### src/rtl/rtc_sqw_pkg.sv
package rtc_sqw_pkg;

  localparam int SEL_W = 4;
  localparam int SEL_N = 1 << SEL_W;

  // Strobes from control to datapath: active tap code and output gate.
  typedef struct packed {
    logic [SEL_W-1:0] tapSel;
    logic             outEn;
  } sqwStrobes_t;

endpackage

### src/rtl/rtc_div_stage.sv
module rtc_div_stage #(
  parameter int W = 3
) (
  input  logic         clk,
  input  logic         rst_n,
  input  logic         carryIn,
  output logic [W-1:0] cnt,
  output logic         carryOut
);

  always_ff @(posedge clk or negedge rst_n) begin
    if (!rst_n)       cnt <= '0;
    else if (carryIn) cnt <= cnt + 1'b1;
  end

  assign carryOut = carryIn & (&cnt);

  // the stage only moves when a carry arrives
  p_hold_idle_r9: assert property (@(posedge clk) disable iff (!rst_n)
    !carryIn |=> $stable(cnt));

endmodule

### src/rtl/rtc_prescaler.sv
module rtc_prescaler #(
  parameter int ST1_W = 3,
  parameter int ST2_W = 6,
  parameter int ST3_W = 6,
  localparam int TAP_W = ST1_W + ST2_W + ST3_W
) (
  input  logic             clk,
  input  logic             rst_n,
  input  logic             tbEn,
  output logic [TAP_W-1:0] taps,
  output logic [TAP_W-1:0] allOnes,
  output logic             wrap
);

  localparam int NSTG = 3;
  localparam int STW [NSTG] = '{ST1_W, ST2_W, ST3_W};

  function automatic int stOff(input int s);
    int acc = 0;
    for (int i = 0; i < s; i++) acc += STW[i];
    return acc;
  endfunction

  logic [NSTG:0] carry;
  assign carry[0] = tbEn;

  for (genvar s = 0; s < NSTG; s++) begin : g_stage
    rtc_div_stage #(.W(STW[s])) u_stage (
      .clk     (clk),
      .rst_n   (rst_n),
      .carryIn (carry[s]),
      .cnt     (taps[stOff(s) +: STW[s]]),
      .carryOut(carry[s+1])
    );
  end

  // prefix AND: allOnes[i] set when taps[i:0] are all ones
  always_comb begin
    logic run;
    run = 1'b1;
    for (int i = 0; i < TAP_W; i++) begin
      run        = run & taps[i];
      allOnes[i] = run;
    end
  end

  assign wrap = carry[NSTG];

endmodule

### src/rtl/rtc_sqw_datapath.sv
module rtc_sqw_datapath
  import rtc_sqw_pkg::*;
#(
  parameter int ST1_W = 3,
  parameter int ST2_W = 6,
  parameter int ST3_W = 6,
  localparam int TAP_W = ST1_W + ST2_W + ST3_W
) (
  input  logic             clk,
  input  logic             rst_n,
  input  logic             tbEn,
  input  sqwStrobes_t      strobes,
  output logic [TAP_W-1:0] allOnes,
  output logic             sqwOut,
  output logic             perPulse,
  output logic             tick1Hz
);

  logic [TAP_W-1:0] taps;
  logic             wrap;
  logic             tapBit;
  logic             tapDone;

  rtc_prescaler #(.ST1_W(ST1_W), .ST2_W(ST2_W), .ST3_W(ST3_W)) u_presc (
    .clk    (clk),
    .rst_n  (rst_n),
    .tbEn   (tbEn),
    .taps   (taps),
    .allOnes(allOnes),
    .wrap   (wrap)
  );

  // 16-way tap multiplexer; code 0 and codes beyond the chain select nothing
  always_comb begin
    tapBit  = 1'b0;
    tapDone = 1'b0;
    for (int k = 1; k < SEL_N; k++) begin
      if (k <= TAP_W && int'(strobes.tapSel) == k) begin
        tapBit  = taps[k-1];
        tapDone = allOnes[k-1];
      end
    end
  end

  always_ff @(posedge clk or negedge rst_n) begin
    if (!rst_n) begin
      perPulse <= 1'b0;
      tick1Hz  <= 1'b0;
    end else begin
      perPulse <= tbEn & tapDone;
      tick1Hz  <= wrap;
    end
  end

  assign sqwOut = strobes.outEn & tapBit;

  // a period lasts at least two ticks, so the pulse never repeats back to back
  p_pulse_single_r3: assert property (@(posedge clk) disable iff (!rst_n)
    perPulse |=> !perPulse);
  // the wrap tick is one clock wide
  p_tick_single_r7: assert property (@(posedge clk) disable iff (!rst_n)
    tick1Hz |=> !tick1Hz);
  // code 0 yields no pulse in the following clock
  p_off_no_pulse_r2: assert property (@(posedge clk) disable iff (!rst_n)
    (strobes.tapSel == '0) |=> !perPulse);
  // gate closed means output low
  p_gate_low_r4: assert property (@(posedge clk) disable iff (!rst_n)
    !strobes.outEn |-> !sqwOut);
  // no tick, no output movement
  p_idle_stable_r9: assert property (@(posedge clk) disable iff (!rst_n)
    (!tbEn && $stable(strobes)) |=> $stable(sqwOut));

endmodule

### src/rtl/rtc_sqw_ctrl.sv
module rtc_sqw_ctrl
  import rtc_sqw_pkg::*;
#(
  parameter int TAP_W = 15
) (
  input  logic             clk,
  input  logic             rst_n,
  input  logic             tbEn,
  input  logic [SEL_W-1:0] rateSel,
  input  logic             sqwEn,
  input  logic [TAP_W-1:0] allOnes,
  output sqwStrobes_t      strobes
);

  logic [SEL_W-1:0] actSel;
  logic [SEL_W-1:0] maxSel;
  logic             enReg;
  logic             boundary;

  assign maxSel = (rateSel > actSel) ? rateSel : actSel;

  // switch point: both old and new taps close a period on this tick
  always_comb begin
    boundary = (maxSel == '0);
    for (int k = 1; k < SEL_N; k++) begin
      if (k <= TAP_W && int'(maxSel) == k) boundary = allOnes[k-1];
    end
    boundary = boundary & tbEn;
  end

  always_ff @(posedge clk or negedge rst_n) begin
    if (!rst_n) begin
      actSel <= '0;
      enReg  <= 1'b0;
    end else begin
      enReg <= sqwEn;
      if (boundary) actSel <= rateSel;
    end
  end

  assign strobes.tapSel = actSel;
  assign strobes.outEn  = enReg;

  // the active code moves only on a timebase tick
  p_switch_on_tick_r6: assert property (@(posedge clk) disable iff (!rst_n)
    !$stable(actSel) |-> $past(tbEn));
  // the code that becomes active is the one that was requested
  p_switch_value_r6: assert property (@(posedge clk) disable iff (!rst_n)
    !$stable(actSel) |-> (actSel == $past(rateSel)));
  // enable follows its input one clock later
  p_en_latency_r5: assert property (@(posedge clk) disable iff (!rst_n)
    sqwEn |=> strobes.outEn);

endmodule

### src/rtl/rtc_sqw_divider.sv
module rtc_sqw_divider
  import rtc_sqw_pkg::*;
#(
  parameter int ST1_W = 3,
  parameter int ST2_W = 6,
  parameter int ST3_W = 6
) (
  input  logic       clk,
  input  logic       rst_n,
  input  logic       tbEn,
  input  logic [3:0] rateSel,
  input  logic       sqwEn,
  output logic       sqwOut,
  output logic       perPulse,
  output logic       tick1Hz
);

  localparam int TAP_W = ST1_W + ST2_W + ST3_W;

  sqwStrobes_t      strobes;
  logic [TAP_W-1:0] allOnes;

  rtc_sqw_ctrl #(.TAP_W(TAP_W)) u_ctrl (
    .clk    (clk),
    .rst_n  (rst_n),
    .tbEn   (tbEn),
    .rateSel(rateSel),
    .sqwEn  (sqwEn),
    .allOnes(allOnes),
    .strobes(strobes)
  );

  rtc_sqw_datapath #(.ST1_W(ST1_W), .ST2_W(ST2_W), .ST3_W(ST3_W)) u_dp (
    .clk     (clk),
    .rst_n   (rst_n),
    .tbEn    (tbEn),
    .strobes (strobes),
    .allOnes (allOnes),
    .sqwOut  (sqwOut),
    .perPulse(perPulse),
    .tick1Hz (tick1Hz)
  );

endmodule

### config.mk
export PLATFORM = sky130hd
export DESIGN_NAME = rtc_sqw_divider
export DESIGN_NICKNAME = d
export VERILOG_FILES = /design/src/rtl/rtc_sqw_pkg.sv /design/src/rtl/rtc_div_stage.sv /design/src/rtl/rtc_prescaler.sv /design/src/rtl/rtc_sqw_datapath.sv /design/src/rtl/rtc_sqw_ctrl.sv /design/src/rtl/rtc_sqw_divider.sv
export SDC_FILE = /design/constraint.sdc
export NUM_CORES = 1
export LEC_CHECK = 0
export BUFFER_PORTS_ARGS = -buffer_cell sky130_fd_sc_hd__buf_2
export CAP_MARGIN = 10
export CORE_ASPECT_RATIO = 1.5
export CORE_MARGIN = 5
export CORE_UTILIZATION = 45
export CTS_BUF_LIST = sky130_fd_sc_hd__clkbuf_2
export DETAILED_ROUTE_END_ITERATION = 8
export PLACE_DENSITY_LB_ADDON = 0.12
export SLEW_MARGIN = 20
export SYNTH_ARGS = -nofsm -noshare
export SYNTH_HDL_FRONTEND = slang
export SYNTH_SLANG_ARGS = --single-unit
export TNS_END_PERCENT = 1
### constraint.sdc
create_clock -name clk -period 4.1 [get_ports clk]
set_input_delay 1.23 -clock clk [delete_from_list [all_inputs] [get_ports clk]]
set_output_delay 1.23 -clock clk [all_outputs]
set_load 0.01 [all_outputs]
---- After elaboration in Yosys (flattened, before gate mapping) ----
Index checks and enable logic that the tools add are counted.
Widths: inputs -> output; s select.
storage, ports and cells
  input bits .............................. 8
  output and inout port bits .............. 3
  bits in registers ....................... 22
operators by class
  eq/ne operators ......................... 30
  reduce and logical (&&, ||, !) cells .... 4
  bitwise logic cells ..................... 20
  magnitude comparators ................... 1
  $add $sub $neg .......................... 3
  mux-type cells .......................... 45
operators by type and width
  operator             count
  $eq 4x4->1 const B   16
  $mux 1               44
  $eq 4x3->1 const B   8
  $and 1x1->1          20
  $eq 4x2->1 const B   4
  $add 6x1->6 const B  2
  $reduce_and 6->1     2
  $eq 4x1->1 const B   2
  $gt 4x4->1           1
  $logic_not 4->1      1
  $mux 4               1
  $add 3x1->3 const B  1
  $reduce_and 3->1     1

---- Logic depth before layout (Yosys ltp) ----
Gate-level depths: netlist (run 1).
  depth after elaboration ................. 19
  mapped depth ............................ 12
  gate-level depth less buffers ........... 10

---- Hierarchy ----
From an unflattened synthesis (run 1), not the netlist that was laid out.
second synthesis, totals
  cell total of the unflattened synthesis .. 203
  area, all modules ....................... 1,920.6 um2
modules (own cells, without submodules)
  module                                                times used  cells each  sequential area each (um2)  area each (um2)
  rtc_sqw_ctrl                                          1           66          125.1                       623.1
  rtc_div_stage at u_dp.u_presc.g_stage[1].u_stage ...  2           20          150.1                       254.0
  rtc_sqw_datapath                                      1           61          50.0                        489.2
  rtc_prescaler                                         1           27          0.0                         161.4
  rtc_div_stage at u_dp.u_presc.g_stage[0].u_stage      1           9           75.1                        138.9

---- Worst setup path before layout (run 1) ----
OpenSTA, ideal clock, no wires.
  kind .................................... input -> register
  from .................................... in rateSel[1]
  to ...................................... reg u_ctrl.actSel[0]
  path buffers ............................ 0
  arrival time ............................ 3.512 ns
  stages on the path ...................... 9
  path slack .............................. 0.463 ns
  required time ........................... 3.975 ns
  cell sequence ........................... ha_1 -> nor2b_4 -> o211ai_4 -> a21oi_4 -> mux2i_4 -> o21ai_0 -> a2111o_1 -> a311oi_4 -> mux2_4
between the ends
  word-level cells in the longest chain between the ends .. 19
ends and longest elaborated chain
  element                                               line                                    text
  start: declaration                                    rtc_sqw_divider.sv:11                   input logic [3:0] rateSel,
  $gt 4x4->1                                            rtc_sqw_ctrl.sv:20                      assign maxSel = (rateSel > actSel) ? rateSel : actSel;
  $mux 4 (*)                                            rtc_sqw_ctrl.sv:20
  $eq 4x2->1 / $logic_not 4->1 (equally long branches)  rtc_sqw_ctrl.sv:26, rtc_sqw_ctrl.sv:24
  $mux 1 (14 in series)                                 rtc_sqw_ctrl.sv:26                      if (k <= TAP_W && int'(maxSel) == k) boundary = allOnes[k-1];
  $mux 1 (*)                                            rtc_sqw_ctrl.sv:26
  $and 1x1->1 (*)                                       rtc_sqw_ctrl.sv:28                      boundary = boundary & tbEn;
  end signal: assignment                                rtc_sqw_ctrl.sv:37                      if (boundary) actSel <= rateSel;
  end: declaration                                      rtc_sqw_ctrl.sv:15                      logic [SEL_W-1:0] actSel;
Every way passes the cells marked *; elsewhere a longest branch is shown, timed or not.
A chain may end at the register's enable or synchronous reset.

---- Worst setup path in the final report (run 1) ----
  from .................................... reg u_ctrl.actSel[2]
  to ...................................... out sqwOut
between the ends
  word-level cells in the longest chain between the ends .. 17
ends and longest elaborated chain
  element                line                    text
  $eq 4x2->1             rtc_sqw_datapath.sv:38  if (k <= TAP_W && int'(strobes.tapSel) == k) begin
  $mux 1 (14 in series)  rtc_sqw_datapath.sv:38
  $mux 1 (*)             rtc_sqw_datapath.sv:38
  $and 1x1->1 (*)        rtc_sqw_datapath.sv:55  assign sqwOut = strobes.outEn & tapBit;
  end: declaration       rtc_sqw_divider.sv:13   output logic sqwOut,
Marks and branches as above.

==> run summary, run 1 <==
status = finished clean
WL/cell = 18.05 um
Synth Area in Simple Gates = 21.28%
initial antenna violation count = 0
vias per cell = 6.238
TritonCTS Buffers = 3
post-route ant nets = 0
Pint = 0.7246 mW
Comb pwr share = 59.7%
FFs w/ async S/R, synth = 100.0%
Synth Register Bits = 22
Synth Warn # = 0
Final Cycle Share = 89.69%
first-pass GRT wire length = 7210 um
Final setup viols = 0
placed instance count = 240
CP startpoint kind = flip-flop
Fill cells = 360
vias = 1522
commonest non-fill, non-tap cell in the layout = dfrtp_1
register area share after synthesis = 31.21%
nets = 216
clk sinks = 22
final hold vios = 0
hpwl dp = 3242 um
Worst-Skew Late Latency = 0.34 ns
min-delay worst type = flip-flop to flip-flop
H-tree levels = 1
hold_sp = u_dp.u_presc.g_stage[1].u_stage.cnt[4]
pwr dens = 710.8 nW/um2
Synth cell types = 54
reg2reg setup slack = 0.67 ns
cts repair resizes = 0
CP top delay family = compound AO/OA/AOI/OAI gates
Max Clock Skew = 0.006332 ns
synthesized area per cell = 9.094 um2
CP max stage cell = dfrtp_1
FF-to-FF End = u_ctrl.actSel[2]
max cap viols = 0
synthesized area = 1764 um2
non-filler cells, final = 244
Clock power frac = 11.8%
total negative slack = 0 ns
ANT cells = 0
initial core utilization = 45.37%
post-synthesis xor/xnor area fraction = 5.461%
routability cong. = 0.8422
vias in the first global route = 1490
Hold Slack = 0.5361 ns
Psw = 0.6183 mW
number of top-level pins = 11
core region area = 3889 um2
Cells after Synth = 194
CTS Buffer Depth = 2
Final min period = 3.677 ns
Synth Net Count = 210
Worst Setup SP = u_ctrl.actSel[2]
Die Height = 86.69 um
Worst Tran Pin Value = 0.5173 ns
Die Wd = 61.13 um
Port Buffers = 10
worst setup margin = 0.4227 ns
largest family of logic cells by synthesized area = compound AO/OA/AOI/OAI gates
placed cell areas = 1844 um2
pre-CTS setup slack = 0.1878 ns
CTS tree = built
Cell Chain, Critical Path = inv_1 > nand2_1 > nor2_1 > a31o_2 > a2111oi_0 > a211oi_1 > buf_2
Max stage delay on crit path = 0.65 ns
hold depth = 1
critical path class = flip-flop to output pin
worst rel slew slack = 65.51%
post-synthesis mux area share = 9.149%
Area growth, synth to finish = 7.092%
Total Power = 1.343 mW
leakage power = 0.7919 nW
DRC = 0
Area contributors post-synth = dfrtp_1, ha_1, a21oi_1, nand2_1, xnor2_1
unrepaired setup endpoints after global routing = no
cts hold-fix bufs = 0
GRT Residual Overflow = 0
part of the power in registers = 28.6%
Crit path arrival time = 2.45 ns
Worst R2R Start = u_ctrl.actSel[2]
initial drt markers = 124
WP buf/inv = 2
Yosys top cell by area = dfrtp_1
std cell rows = 28
worst vdd ir = 0.4172 mV
most frequent cells in the layout = dfrtp_1, nand2_1, a21oi_1
reg2reg path depth = 9
Hold Path End = u_dp.u_presc.g_stage[1].u_stage.cnt[4]
die area = 5299 um2
TritonRoute pass-1 iters = 4
number of post-CTS setup repair buffers = 0
number of flops mapped to enable cells by yosys = 0
layout cells sized above 1 = 18.09%
largest net degree at the start of global routing = 23
top flip-flop cell by instance count after synthesis = dfrtp_1
clock-pin slew on the worst setup and hold paths = 0.23 ns
clock root cell = clkbuf_2
final wirelength = 4405 um
Post-Synth Adder-Cell Area = 5.674%
share of the synthesized area in the top cell type = 31.21%
CP Capture Type = output pin
post-synthesis compound-gate area fraction = 22.77%
post-layout util = 48.58%
final non-filler cell area = 1889 um2
crit-path max FO = 11
critical path required time = 2.87 ns
Total GRT Usage = 17.82%
Switching Fraction = 46.04%
max-slew violations = 0
fmax = 271.9 MHz
final cells by class:
cell class	count	area, um2	share of cell area, %
Timing Repair Buffer	13	72.57	3.841
Clock buffer	3	15.01	0.7947
Sequential cell	22	550.5	29.14
Tap cell	45	56.30	2.980
Inverter	8	30.03	1.589
Clock inverter	1	30.03	1.589
Multi-Input combinational cell	152	1135	60.07
registers in the layout (all words and copies together) (netlist names):
name                              flops
u_dp.u_presc.g_stage.u_stage.cnt     15
u_ctrl.actSel                         4
u_ctrl.enReg                          1
u_dp.perPulse                         1
u_dp.tick1Hz                          1
per-layer routing:
metal,GRT usage (%),vias up,part of all wire (%)
met5,0,-,0
met1,21.88,724,42
li1,-,723,-
met4,5.128,0,1.1
met2,31.70,68,52
met3,1.788,7,5.6
worst max path at each step:
stage / endpoint / cells after the start
detailed placement: u_ctrl.actSel[2] / 11
CTS: sqwOut / 7
finish: sqwOut / 7
global route: sqwOut / 7
floorplan: u_ctrl.actSel[0] / 9
global placement: u_ctrl.actSel[2] / 9
Yosys cell counts (4+ instances only):
master and instances:
dfrtp_1 22, nand2_1 18, a21oi_1 14, nor2_1 11
clkbuf_1 10, nand3_1 10, o21ai_0 10, ha_1 8
inv_1 8, xnor2_1 7, mux2i_1 6, nor3_1 5
nand3b_1 4, nand4_1 4, xor2_1 4
worst register-to-register path, cell delays in order (launching register included):
cell and delay (ns):
dfrtp_1 0.65, inv_1 0.25, ha_1 0.38, and4_4 0.23
a21oi_4 0.17, mux2i_4 0.34, o21ai_0 0.14, a2111o_1 0.48
a311oi_4 0.38, mux2_4 0.33
cells by family after synthesis:
group | count (synthesis)
simple gates | 68
flops | 22
xor+xnor | 11
buf+inv | 20
compound gates | 52
fa+ha+maj | 8
mux | 13
power groups by stage:
stage          clock network, mW  logic [mW]  registers (mW)
3_3_place_gp                   0       0.769           0.385
2_1_floorplan                  0       0.679           0.325
6_report                   0.158       0.801           0.383
3_5_place_dp                   0       0.796           0.387
4_1_cts                    0.163       0.799           0.381
5_1_grt                    0.169       0.871           0.396
No activity file was read; power rests on OpenSTA's default activity.
==> inputs of run 2 (changes only) <==
Settings changed: PLACE_DENSITY_LB_ADDON 0.12 to 0.08.
==> run summary, run 2 (synthesized netlist as in run 1, its figures left out) <==
status = finished clean
initial core utilization = 45.37%
Worst Tran Pin Value = 0.7824 ns
wl on met1 = 1836 um
initial antenna violation count = 0
crit-path max FO = 21
nets = 216
GRT Residual Overflow = 0
hpwl dp = 3092 um
critical path class = flip-flop to output pin
most frequent cells in the layout = dfrtp_1, nand2_1, a21oi_1
Cell Chain, Critical Path = mux2i_1 > o211ai_1 > a21oi_1 > a21oi_1 > a2111oi_0 > a211oi_1 > buf_2
CTS tree = built
Worst-Skew Late Latency = 0.33 ns
CP max stage cell = dfrtp_1
met3 wire len = 126 um
post-route ant nets = 0
Crit path arrival time = 2.56 ns
Largest regs = u_dp.u_presc.g_stage.u_stage.cnt x15, u_ctrl.actSel x4
Fill cells = 383
Total GRT Usage = 17.65%
WL/cell = 16.98 um
worst rel slew slack = 47.84%
Final min period = 3.794 ns
worst vdd ir = 0.4681 mV
crit-path most repeated cell = a21oi_1
layout cells sized above 1 = 17.59%
vias per cell = 6.045
cts hold-fix bufs = 0
commonest non-fill, non-tap cell in the layout = dfrtp_1
top sig layer = met4
largest net degree at the start of global routing = 23
min-delay worst type = flip-flop to flip-flop
clock-pin slew on the worst setup and hold paths = 0.22 ns
TritonRoute pass-1 iters = 4
TritonCTS Buffers = 3
core region area = 3889 um2
total negative slack = 0 ns
cts repair resizes = 0
vias in the first global route = 1457
initial drt markers = 61
Port Buffers = 10
number of post-CTS setup repair buffers = 0
post-layout util = 47.91%
Area growth, synth to finish = 5.603%
reg2reg setup slack = 0.72 ns
critical path required time = 2.87 ns
routability cong. = 0.8760
std cell rows = 28
multi-input combinational cell area = 1135 um2
CP startpoint kind = flip-flop
placed instance count = 240
ANT cells = 0
clock root cell = clkbuf_2
non-filler cells, final = 244
Final Cycle Share = 92.53%
CP Capture Type = output pin
DRC = 0
register area = 550.5 um2
WP buf/inv = 1
final hold vios = 0
metal2 WL = 2096 um
clk sinks = 22
H-tree levels = 1
pwr dens = 682.1 nW/um2
fmax = 263.6 MHz
Die Height = 86.69 um
max-slew violations = 0
Max Clock Skew = 0.002975 ns
max FFs per register = 15
Max stage delay on crit path = 0.90 ns
leakage power = 0.7794 nW
Final setup viols = 0
max cap viols = 0
Die Wd = 61.13 um
first-pass GRT wire length = 7148 um
CTS Buffer Depth = 2
number of top-level pins = 11
die area = 5299 um2
largest register by flop count = u_dp.u_presc.g_stage.u_stage.cnt
final wirelength = 4143 um
vias = 1475
unrepaired setup endpoints after global routing = no
CP top delay family = flip-flops
-- run 2: cell count changes in the layout (fill, tap and decap cells not counted) --
cell and delta:
clkinv_1 +1, bufinv_16 -1
-- run 2: routing by layer --
| metal | vias to the layer above | track usage [%] |
|---|---|---|
| met5 | - | 0 |
| met4 | 0 | 5.325 |
| met2 | 29 | 30.64 |
| met1 | 712 | 22.17 |
| li1 | 725 | - |
| met3 | 9 | 1.937 |
-- run 2: path summary, 6_finish.rpt --
kind                                                        start                                     end  cells past startpoint
setup / recovery                                 u_ctrl.actSel[0]                                  sqwOut                      7
hold / removal             u_dp.u_presc.g_stage[1].u_stage.cnt[4]  u_dp.u_presc.g_stage[1].u_stage.cnt[4]                      1
setup reg to reg                                 u_ctrl.actSel[2]                        u_ctrl.actSel[2]                      9
hold reg to reg            u_dp.u_presc.g_stage[1].u_stage.cnt[4]  u_dp.u_presc.g_stage[1].u_stage.cnt[4]                      1
max in group asynchronous                                   rst_n                            u_ctrl.enReg                      1
min in group asynchronous                                   rst_n  u_dp.u_presc.g_stage[0].u_stage.cnt[0]                      1
-- run 2: per-stage QoR --
step / cell area, um2 / setup WS [ns] / hold slack [ns] / total power [mW]
after floorplan: 1764 / 0.4634 / 0.4753 / 1.004
after global placement: 1844 / 0.2807 / 0.5148 / 1.167
after detailed placement: 1844 / 0.1833 / 0.5127 / 1.185
after CTS: 1863 / 0.2907 / 0.5386 / 1.280
after global routing: 1863 / 0.1144 / 0.5647 / 1.381
final: 1863 / 0.3064 / 0.5342 / 1.271
-- run 2: worst register-to-register path, stage by stage, from the launching register on --
cell	delay, ns
dfrtp_1	0.62
inv_1	0.24
ha_1	0.38
and4_4	0.23
a21oi_4	0.16
mux2i_4	0.35
o21ai_0	0.13
a2111o_1	0.47
a311oi_4	0.38
mux2_4	0.34
-- run 2: final cells by class --
type                    instances  share of cell area (%)
flip-flops and latches         22                   29.55
well taps                      45                   3.022
clock inverters                 1                  0.2015
inverters                       8                   1.612
repair buffers                 13                   3.895
multi-input cells             152                   60.91
clock buffers                   3                  0.8059
-- run 2: report_power, final --
group,leakage [nW],switching [mW],internal [mW]
clock network,0.0140,0.0688,0.0212
registers,0.279,0.121,0.275
logic,0.487,0.419,0.366
total,0.779,0.609,0.662
==> inputs of run 3 (changes only) <==
==> constraint.sdc (replaced) <==
create_clock -name clk -period 4.1 [get_ports clk]
set_input_delay 0.205 -clock clk [delete_from_list [all_inputs] [get_ports clk]]
set_output_delay 0.205 -clock clk [all_outputs]
set_load 0.01 [all_outputs]
==> run summary, run 3 (synthesized netlist as in run 1, its figures left out) <==
nets = 217
leakage power = 0.7829 nW
most frequent cells in the layout = dfrtp_1, nand2_1, a21oi_1
crit-path max FO = 16
CTS Buffer Depth = 2
Die Height = 86.69 um
min-delay worst type = input port to flip-flop
initial core utilization = 45.37%
final hold vios = 0
CP Capture Type = flip-flop
WL/cell = 17.04 um
CP startpoint kind = flip-flop
vias in the first global route = 1485
fmax = 278.6 MHz
critical path class = flip-flop to flip-flop
commonest non-fill, non-tap cell in the layout = dfrtp_1
worst rel slew slack = 67.03%
Largest regs = u_dp.u_presc.g_stage.u_stage.cnt x15, u_ctrl.actSel x4
first-pass GRT wire length = 7348 um
initial drt markers = 85
pwr dens = 669.8 nW/um2
status = finished clean
Max stage delay on crit path = 0.59 ns
CP max stage cell = dfrtp_1
initial antenna violation count = 0
number of top-level pins = 11
core region area = 3889 um2
Total GRT Usage = 17.88%
Crit path arrival time = 3.85 ns
WP buf/inv = 1
unrepaired setup endpoints after global routing = no
layout cells sized above 1 = 17.00%
register area = 550.5 um2
vias = 1485
Die Wd = 61.13 um
critical path required time = 4.36 ns
Worst-Skew Late Latency = 0.34 ns
final wirelength = 4175 um
Cell Chain, Critical Path = inv_1 > ha_1 > and4_4 > a21oi_4 > mux2i_4 > o21ai_0 > a2111o_1 > a311oi_4 > mux2_4
DRC = 0
Max Clock Skew = 0.001607 ns
Port Buffers = 10
routability cong. = 0.9397
Worst Tran Pin Value = 0.4945 ns
Area growth, synth to finish = 6.312%
post-route ant nets = 0
GRT Residual Overflow = 0
worst setup margin = 0.5112 ns
largest net degree at the start of global routing = 27
post-layout util = 48.23%
H-tree levels = 1
die area = 5299 um2
multi-input combinational cell area = 1135 um2
max FFs per register = 15
clk sinks = 22
Final min period = 3.589 ns
CTS tree = built
clock root cell = clkbuf_2
worst vdd ir = 0.4093 mV
hpwl dp = 3127 um
Final Cycle Share = 87.53%
std cell rows = 28
largest register by flop count = u_dp.u_presc.g_stage.u_stage.cnt
TritonRoute pass-1 iters = 4
total negative slack = 0 ns
Final setup viols = 0
ANT cells = 0
max-slew violations = 0
CP top delay family = compound AO/OA/AOI/OAI gates
pre-CTS setup slack = 0.5665 ns
clock-pin slew on the worst setup and hold paths = 0.22 ns
Fill cells = 373
vias per cell = 6.061
TritonCTS Buffers = 3
number of post-CTS setup repair buffers = 0
max cap viols = 0
run 3: cell count changes in the layout (fill, tap and decap cells not counted), sizes merged:
cell / delta
dlygate4sd3: +2
buf: -1
run 3: tightest hold or removal path, stage by stage:
cell and delay [ns]:
buf_2 0.18, nand2_1 0.08, a21oi_1 0.04
run 3: per-stage QoR:
stage	cells	area, um2	power, mW	hold WS [ns]
6_report	245	1876	1.256	0.1662
5_1_grt	245	1876	1.372	0.1708
4_1_cts	245	1876	1.264	0.1440
3_5_place_dp	239	1837	1.167	0.2137
3_3_place_gp	239	1837	1.147	0.2047
2_1_floorplan	194	1764	1.004	-0.09059
run 3: path summary, 6_finish.rpt:
| check | startpoint | to | slack, ns | cells after the start |
|---|---|---|---|---|
| worst min-delay path | tbEn | u_dp.perPulse | 0.17 | 3 |
| min in group asynchronous | rst_n | u_ctrl.actSel[0] | 0.32 | 2 |
| worst max-delay path | u_ctrl.actSel[2] | u_ctrl.actSel[3] | 0.51 | 9 |
| worst max register to register | u_ctrl.actSel[2] | u_ctrl.actSel[3] | 0.51 | 9 |
| worst min register to register | u_dp.u_presc.g_stage[1].u_stage.cnt[4] | u_dp.u_presc.g_stage[1].u_stage.cnt[4] | 0.54 | 1 |
| max in group asynchronous | rst_n | u_dp.perPulse | 3.45 | 2 |
run 3: what timing repair did:
item | 4_1_cts | 5_1_grt
gates resized for setup | 0 | 0
hold buffers | 2 | 0
hold endpoints to repair | 23 | 0
run 3: report_power, final:
group          total, mW  switching, mW  internal [mW]
Clock             0.0919         0.0707         0.0212
Combinational      0.804          0.447          0.357
Sequential         0.360         0.0845          0.276
run 3: area by class of cell:
| class | instances | area share [%] |
|---|---|---|
| inverter | 8 | 1.601 |
| tap | 45 | 3.002 |
| sequential | 22 | 29.35 |
| clock buffer | 3 | 0.8005 |
| clock inverter | 1 | 0.2001 |
| multi-input combinational | 152 | 60.51 |
| timing repair buffer | 14 | 4.536 |
run 3: routing by layer:
metal	global-route usage, %	up-vias	share of wire, %
met5	0	-	0
met4	6.509	0	1.1
met3	1.937	6	3.7
met2	29.48	45	52
met1	23.48	712	43
li1	-	722	-
